## src/rtl/mph_pkg.sv

```systemverilog
// Package mph_pkg
// Shared constants for the multiphase sequencer. The edge-kind
// numbering is the first index of the event-time table, so the order
// below is part of the interface.
package mph_pkg;
    localparam int NUM_KINDS = 4;
    typedef enum logic [1:0] {
        KIND_TOP_RISE = 2'd0,
        KIND_TOP_FALL = 2'd1,
        KIND_BOT_RISE = 2'd2,
        KIND_BOT_FALL = 2'd3
    } edge_kind_e;
endpackage

```

## src/rtl/mph_period_timer.sv

```systemverilog
// Module mph_period_timer
// Free-running period counter. It also latches the period and the
// clamped phase count, taking new values only while halted or on the
// last cycle of a period. Assumes period >= 2.
module mph_period_timer #(
    parameter int MAX_PH = 4,
    parameter int CW     = 8,
    parameter int PW     = $clog2(MAX_PH + 1)
) (
    input  logic          clk,
    input  logic          rst_n,
    input  logic          enable,
    input  logic [CW-1:0] period,
    input  logic [PW-1:0] num_phases,
    output logic          running,
    output logic          last,
    output logic [CW-1:0] cnt,
    output logic [PW-1:0] n_act
);
    logic [CW-1:0] period_q;
    logic [PW-1:0] n_clamped;

    // Clamp the requested phase count into 1..MAX_PH.
    always_comb begin
        if (num_phases == '0)
            n_clamped = PW'(1);
        else if (num_phases > PW'(MAX_PH))
            n_clamped = PW'(MAX_PH);
        else
            n_clamped = num_phases;
    end

    assign last = running && (cnt == period_q - 1'b1);

    // Advance the counter and latch the configuration at safe points.
    always_ff @(posedge clk) begin
        if (!rst_n) begin
            running  <= 1'b0;
            cnt      <= '0;
            period_q <= '0;
            n_act    <= PW'(1);
        end else if (!enable) begin
            running  <= 1'b0;
            cnt      <= '0;
            period_q <= period;
            n_act    <= n_clamped;
        end else if (!running) begin
            running <= 1'b1;
            cnt     <= '0;
        end else if (last) begin
            cnt      <= '0;
            period_q <= period;
            n_act    <= n_clamped;
        end else begin
            cnt <= cnt + 1'b1;
        end
    end
endmodule

```

## src/rtl/mph_edge_channel.sv

```systemverilog
// Module mph_edge_channel
// One shared timing channel for a single edge kind. It compares the
// period count with the armed time of the current phase, pulses `fire`
// on a match and arms the next phase's time on the same edge. It flags
// a miss when that next time is not later than the current count.
// Assumes event times rise with phase order inside one period.
module mph_edge_channel #(
    parameter int MAX_PH      = 4,
    parameter int CW          = 8,
    parameter int PW          = $clog2(MAX_PH + 1),
    parameter bit FORCE_ZERO0 = 1'b0
) (
    input  logic                     clk,
    input  logic                     rst_n,
    input  logic                     enable,
    input  logic                     running,
    input  logic                     last,
    input  logic [CW-1:0]            cnt,
    input  logic [PW-1:0]            n_act,
    input  logic [MAX_PH-1:0][CW-1:0] times,
    output logic                     fire,
    output logic [PW-1:0]            ptr,
    output logic                     miss
);
    logic [CW-1:0] tgt;
    logic [PW-1:0] nxt;
    logic [CW-1:0] t_nxt;
    logic [CW-1:0] t_zero;

    // Pick the next phase index and the times it would arm.
    always_comb begin
        nxt    = (ptr == n_act - 1'b1) ? '0 : ptr + 1'b1;
        t_nxt  = '0;
        t_zero = times[0];
        for (int i = 0; i < MAX_PH; i++) begin
            if (nxt == PW'(i))
                t_nxt = times[i];
        end
        if (FORCE_ZERO0) begin
            t_zero = '0;
            if (nxt == '0)
                t_nxt = '0;
        end
    end

    assign fire = running && (cnt == tgt);
    assign miss = fire && !last && (nxt != '0) && (t_nxt <= cnt);

    // Hold, advance or resynchronise the phase pointer and armed time.
    always_ff @(posedge clk) begin
        if (!rst_n) begin
            ptr <= '0;
            tgt <= '0;
        end else if (!enable || !running || last) begin
            ptr <= '0;
            tgt <= t_zero;
        end else if (fire) begin
            ptr <= nxt;
            tgt <= t_nxt;
        end
    end
endmodule

```

## src/rtl/mph_onehot_dec.sv

```systemverilog
// Module mph_onehot_dec
// Decodes a phase pointer into a one-hot enable vector. An index at or
// above WIDTH yields all zeros.
module mph_onehot_dec #(
    parameter int WIDTH = 4,
    parameter int PW    = $clog2(WIDTH + 1)
) (
    input  logic [PW-1:0]    idx,
    output logic [WIDTH-1:0] oh
);
    // Compare the index against every position.
    always_comb begin
        for (int i = 0; i < WIDTH; i++)
            oh[i] = (idx == PW'(i));
    end
endmodule

```

## src/rtl/mph_gate_latch.sv

```systemverilog
// Module mph_gate_latch
// Set/clear latches for one phase's top and bottom gate signals. When
// set and clear arrive together, clear wins. Everything is cleared
// while the block is halted.
module mph_gate_latch (
    input  logic clk,
    input  logic rst_n,
    input  logic enable,
    input  logic set_top,
    input  logic clr_top,
    input  logic set_bot,
    input  logic clr_bot,
    output logic top_raw,
    output logic bot_raw
);
    // Top-switch latch.
    always_ff @(posedge clk) begin
        if (!rst_n || !enable) top_raw <= 1'b0;
        else if (clr_top)      top_raw <= 1'b0;
        else if (set_top)      top_raw <= 1'b1;
    end

    // Bottom-switch latch.
    always_ff @(posedge clk) begin
        if (!rst_n || !enable) bot_raw <= 1'b0;
        else if (clr_bot)      bot_raw <= 1'b0;
        else if (set_bot)      bot_raw <= 1'b1;
    end
endmodule

```

## src/rtl/mph_pwm_seq.sv

```systemverilog
// Module mph_pwm_seq (top)
// Multiphase gate-drive sequencer. Four shared edge channels fire
// against one period counter, and one-hot phase pointers route each
// pulse to a per-phase latch. A guard blocks top/bottom overlap.
// Assumes period >= 2 and that the event times of each kind rise with
// phase order and lie in 0..period-1.
module mph_pwm_seq
    import mph_pkg::*;
#(
    parameter int MAX_PH = 4,
    parameter int CW     = 8,
    parameter int PW     = $clog2(MAX_PH + 1)
) (
    input  logic                                clk,
    input  logic                                rst_n,
    input  logic                                enable,
    input  logic [CW-1:0]                       period,
    input  logic [PW-1:0]                       num_phases,
    input  logic [NUM_KINDS-1:0][MAX_PH-1:0][CW-1:0] ev_time,
    output logic [MAX_PH-1:0]                   top_o,
    output logic [MAX_PH-1:0]                   bot_o,
    output logic                                overlap_err,
    output logic                                miss_err
);
    logic                                 running;
    logic                                 last;
    logic [CW-1:0]                        cnt;
    logic [PW-1:0]                        n_act;
    logic [NUM_KINDS-1:0]                 fire;
    logic [NUM_KINDS-1:0]                 miss_v;
    logic [NUM_KINDS-1:0][PW-1:0]         ptr;
    logic [NUM_KINDS-1:0][MAX_PH-1:0]     dec_oh;
    logic [MAX_PH-1:0]                    top_raw;
    logic [MAX_PH-1:0]                    bot_raw;

    mph_period_timer #(.MAX_PH(MAX_PH), .CW(CW), .PW(PW)) u_timer (
        .clk(clk), .rst_n(rst_n), .enable(enable), .period(period),
        .num_phases(num_phases), .running(running), .last(last),
        .cnt(cnt), .n_act(n_act)
    );

    for (genvar k = 0; k < NUM_KINDS; k++) begin : g_kind
        mph_edge_channel #(
            .MAX_PH(MAX_PH), .CW(CW), .PW(PW),
            .FORCE_ZERO0(k == int'(KIND_TOP_RISE))
        ) u_chan (
            .clk(clk), .rst_n(rst_n), .enable(enable), .running(running),
            .last(last), .cnt(cnt), .n_act(n_act), .times(ev_time[k]),
            .fire(fire[k]), .ptr(ptr[k]), .miss(miss_v[k])
        );
        mph_onehot_dec #(.WIDTH(MAX_PH), .PW(PW)) u_dec (
            .idx(ptr[k]), .oh(dec_oh[k])
        );
    end

    for (genvar p = 0; p < MAX_PH; p++) begin : g_phase
        mph_gate_latch u_latch (
            .clk(clk), .rst_n(rst_n), .enable(enable),
            .set_top(fire[KIND_TOP_RISE] && dec_oh[KIND_TOP_RISE][p]),
            .clr_top(fire[KIND_TOP_FALL] && dec_oh[KIND_TOP_FALL][p]),
            .set_bot(fire[KIND_BOT_RISE] && dec_oh[KIND_BOT_RISE][p]),
            .clr_bot(fire[KIND_BOT_FALL] && dec_oh[KIND_BOT_FALL][p]),
            .top_raw(top_raw[p]), .bot_raw(bot_raw[p])
        );
    end

    // Overlap guard: a phase whose two latches are both set drives low.
    assign top_o = top_raw & ~bot_raw;
    assign bot_o = bot_raw & ~top_raw;

    // Sticky error flags, cleared by reset or halt.
    always_ff @(posedge clk) begin
        if (!rst_n || !enable) begin
            overlap_err <= 1'b0;
            miss_err    <= 1'b0;
        end else begin
            if (|(top_raw & bot_raw)) overlap_err <= 1'b1;
            if (|miss_v)              miss_err    <= 1'b1;
        end
    end
endmodule

```

## config.mk

```make
export PLATFORM = sky130hd
export DESIGN_NAME = mph_pwm_seq
export DESIGN_NICKNAME = d
export VERILOG_FILES = /design/src/rtl/mph_pkg.sv /design/src/rtl/mph_period_timer.sv /design/src/rtl/mph_edge_channel.sv /design/src/rtl/mph_onehot_dec.sv /design/src/rtl/mph_gate_latch.sv /design/src/rtl/mph_pwm_seq.sv
export SDC_FILE = /design/constraint.sdc
export NUM_CORES = 1
export LEC_CHECK = 0
export CORE_ASPECT_RATIO = 2
export CORE_MARGIN = 3
export CORE_UTILIZATION = 25
export DETAILED_ROUTE_END_ITERATION = 10
export MAX_ROUTING_LAYER = met4
export PLACE_DENSITY = 0.45
export SETUP_SLACK_MARGIN = 0.15
export SYNTH_ARGS = -nofsm -noshare
export SYNTH_HDL_FRONTEND = slang
export SYNTH_SLANG_ARGS = --single-unit
export TNS_END_PERCENT = 10
```

## constraint.sdc

```tcl
create_clock -name clk -period 5.19 [get_ports clk]
set_clock_uncertainty 0.1 [all_clocks]
set_input_delay 0.7785 -clock clk [delete_from_list [all_inputs] [get_ports clk]]
set_output_delay 0.7785 -clock clk [all_outputs]
set_load 0.01 [all_outputs]
```

==> results.md <==
* PwrDens at 221 nW/um^2
* Final Max Slew Viols at 0
* Ys flop type: dfxtp_1
* Multi-input combinational cell area at 4040 sq um
* Starting Density at 25.5%
* Share of cells above drive strength 1 at 4.98%
* Gr usage total at 17.8%
* Sequential fraction of the synthesis area at 25.5%
* Nets at 1035
* Die width at 114 microns
* Hold crit path type: reg -> reg
* Mapped Area at 5820 sq um
* CTS clk-pin slew, worst paths at 60 ps
* Crit Path Category: reg -> reg
* RSZ-0062 raised after global routing: false
* Critical Path Fanout Max at 8
* Number of enable flip-flop cells after synthesis at 0
* Post-synthesis adder-cell area fraction at 11.8%
* Via/cell ratio at 5.00
* Largest family of logic cells by synthesized area: compound AO/OA/AOI/OAI gates
* Status: finished clean
* Cell family with the largest share of critical-path delay: compound AO/OA/AOI/OAI gates
* Power share of the combinational group at 27.2%
* Port Buffers at 143
* CP Capture Type: flop
* Layout Utilization at 34.2%
* Clock Power Share at 37.6%
* Total die area at 25300 sq um
* Clock latency on the worst-skew pair at 350 ps
* P&R area growth vs syn at 34.4%
* Root buffer cell: clkbuf_16
* Register area at 1480 sq um
* Ports at 152
* Post-Synth Simple-Gate Area at 18.1%
* #FFs+latches synth at 74
* # DRC at 0
* Unique cell type count in the Yosys netlist at 61
* Routed Antenna Nets at 0
* H-tree level count at 3
* YS warnings at 0
* DRT Pass-1 Iters at 4
* Worst-margin pin slew at 993 ps
* CTS sink cnt at 74
* First-pass GRT wire length at 32900 microns
* Post-CTS sizing at 0
* HPWL after DPL at 17600 microns
* NetSw at 0.527 mW
* Clock buffer depth at 2
* Post-CTS Repair Setup Buffers at 0
* Leakage at 2.79 nW
* Largest net degree at the start of global routing at 49
* CP required at 5310 ps
* Setup TNS at 0 ps
* WL final at 22100 microns
* Ant. Diodes at 0
* Rows at 78
* Crit path largest cell delay at 750 ps
* Relative slew slack at 33.8%
* Worst path bufs/invs at 1
* Number of DRC markers in iteration 0 at 234
* Sequential share of power at 35.2%
* Post-Synthesis Cells at 712
* Final period util at 85.3%
* CP Launch Type: flop
* Crit path DAT at 4540 ps
* Number of global-route vias before repair at 5747
* Fmax at 226 MHz
* Post-DR wirelength/cell at 19.6 microns
* Via total after detailed routing at 5611
* Mean Syn Cell Area at 8.17 sq um
* Syn nets at 909
* Routability cong. at 0.847
* Die height at 222 microns
* Antenna violations before repair at 0
* Number of CTS-inserted buffers at 9
* Maximum vdd ir drop at 0.130 mV
* Fill cells at 2513
* Final worst path period need at 4430 ps
* Mux share of post-synthesis cell area at 5.18%
* Internal at 1.20 mW
* CP max stage cell: a31oi_1
* Gr ovfl total at 0
* Synth Area in Compound Gates at 24.1%
* Synth Area in XOR/XNOR at 9.95%
* Final setup fails at 0
* Core area at 22800 sq um
* Ys async rst share at 0%
* CP Cell Sequence: inv_1, ha_1, xnor2_4, xnor2_2, a31oi_1, a22oi_1, a21oi_1, ha_1, nand2_1, o21ai_0, mux2i_1, a21oi_1, o22ai_1, a211oi_1, o2bb2ai_1
* Post-CTS Hold Buffers at 0
* Hold Vio Cnt, Final at 0
* Switching share of power at 30.5%
* CTS tree: done
* Max-cap violations at 0
worst min-delay path, delay by kind of cell (launching register included):
| family | cells | cell delay, ps |
|---|---|---|
| and+or+nand+nor | 1 | 50 |
| AOI/OAI and AO/OA | 1 | 50 |
| DFF | 1 | 320 |
power groups by stage:
stage,clock [mW],sequential (mW),combinational [mW]
3_5_place_dp,0,0.622,0.474
4_1_cts,0.669,0.609,0.475
5_1_grt,0.687,0.611,0.523
2_1_floorplan,0,0.611,0.278
3_3_place_gp,0,0.622,0.471
6_report,0.650,0.609,0.469
worst paths after layout:
path	to	cells past startpoint	slack (ps)	startpoint
max	miss_err$_SDFFE_PP0P_	15	760	u_timer.n_act[0]$_SDFFE_PN1P_
min	g_kind[0].u_chan.tgt[3]$_SDFFE_PP0P_	2	360	g_kind[0].u_chan.tgt[3]$_SDFFE_PP0P_
max reg2reg	miss_err$_SDFFE_PP0P_	15	760	u_timer.n_act[0]$_SDFFE_PN1P_
min reg2reg	g_kind[0].u_chan.tgt[3]$_SDFFE_PP0P_	2	360	g_kind[0].u_chan.tgt[3]$_SDFFE_PP0P_
cells in the mapped netlist, drive strengths merged (4+ instances only):
cell type / number / area share, %
nand4: 16 / 1.7
nor4: 6 / 0.64
a31oi: 9 / 0.97
clkbuf: 25 / 1.6
a2bb2oi: 8 / 1.2
nor2b: 15 / 1.6
ha: 55 / 12
o21ai: 33 / 3.0
nand2: 44 / 2.8
dfxtp: 74 / 25
and3: 4 / 0.43
o2bb2ai: 25 / 3.8
buf: 15 / 1.7
o21a: 7 / 0.90
nor3: 9 / 0.77
a31o: 4 / 0.60
nor2: 46 / 3.0
and2: 7 / 0.75
o221ai: 6 / 0.90
mux2i: 29 / 5.0
inv: 31 / 2.0
xnor2: 40 / 6.5
a21oi: 64 / 5.5
a22oi: 18 / 2.3
a211oi: 11 / 1.4
nand3: 40 / 3.4
nand2b: 14 / 1.5
xor2: 18 / 2.7
stage by stage:
| stage | cell area [sq um] | setup slack (ps) | power (mW) | std cells | hold slack, ps |
|---|---|---|---|---|---|
| after floorplan | 5820 | 1750 | 0.890 | 712 | 341 |
| after detailed placement | 7520 | 750 | 1.10 | 1107 | 357 |
| final | 7820 | 764 | 1.73 | 1123 | 362 |
| after CTS | 7820 | 710 | 1.75 | 1123 | 366 |
| after global routing | 7820 | 373 | 1.82 | 1123 | 384 |
| after global placement | 7520 | 751 | 1.09 | 1107 | 351 |
logic make-up after synthesis:
kind of cell | after synthesis
AOI/OAI and AO/OA | 209
DFF | 74
xor gates and xnor gates | 60
muxes | 30
and+or+nand+nor | 212
buffers and inverters | 72
adders and majority gates | 55
cells in the final DEF (no fill, tap or decap), types with 5 or more instances in the layout:
cell	instances
a22oi_1	18
ha_1	55
mux2i_1	29
o221ai_1	6
nor4_1	5
nand2b_1	14
nand3_1	40
nor2_1	46
clkdlybuf4s50_1	143
a2bb2oi_1	8
clkbuf_16	9
inv_1	31
dfxtp_1	74
nor3_1	7
nor2b_1	15
nand2_1	44
a21oi_1	64
buf_4	12
and2_1	7
xor2_1	18
a31oi_1	9
a211oi_1	11
nand4_1	16
xnor2_1	38
o2bb2ai_1	25
o21a_1	7
o21ai_0	32
sequential cells by signal (all words and copies together), names as in the netlist:
signal	cells
g_kind.u_chan.tgt	32
g_kind.u_chan.ptr	12
u_timer.cnt	8
u_timer.period_q	8
g_phase.u_latch.bot_raw	4
g_phase.u_latch.top_raw	4
u_timer.n_act	3
miss_err	1
overlap_err	1
u_timer.running	1
layout make-up:
type | instances | area share, %
clock buffers | 9 | 2.88
clock inverters | 7 | 1.01
inverters | 32 | 1.54
multi-input cells | 566 | 51.7
flip-flops and latches | 74 | 18.9
well taps | 280 | 4.48
repair buffers | 155 | 19.5
per-layer routing:
layer / vias to the layer above / global-route usage, % / part of all wire [%]
met5: - / - / 0
met4: 0 / 5.37 / 1.6
met3: 16 / 1.58 / 1.8
met2: 81 / 37.0 / 63
met1: 2653 / 16.2 / 33
li1: 2861 / - / -
Power figures use the tool's default switching activity.
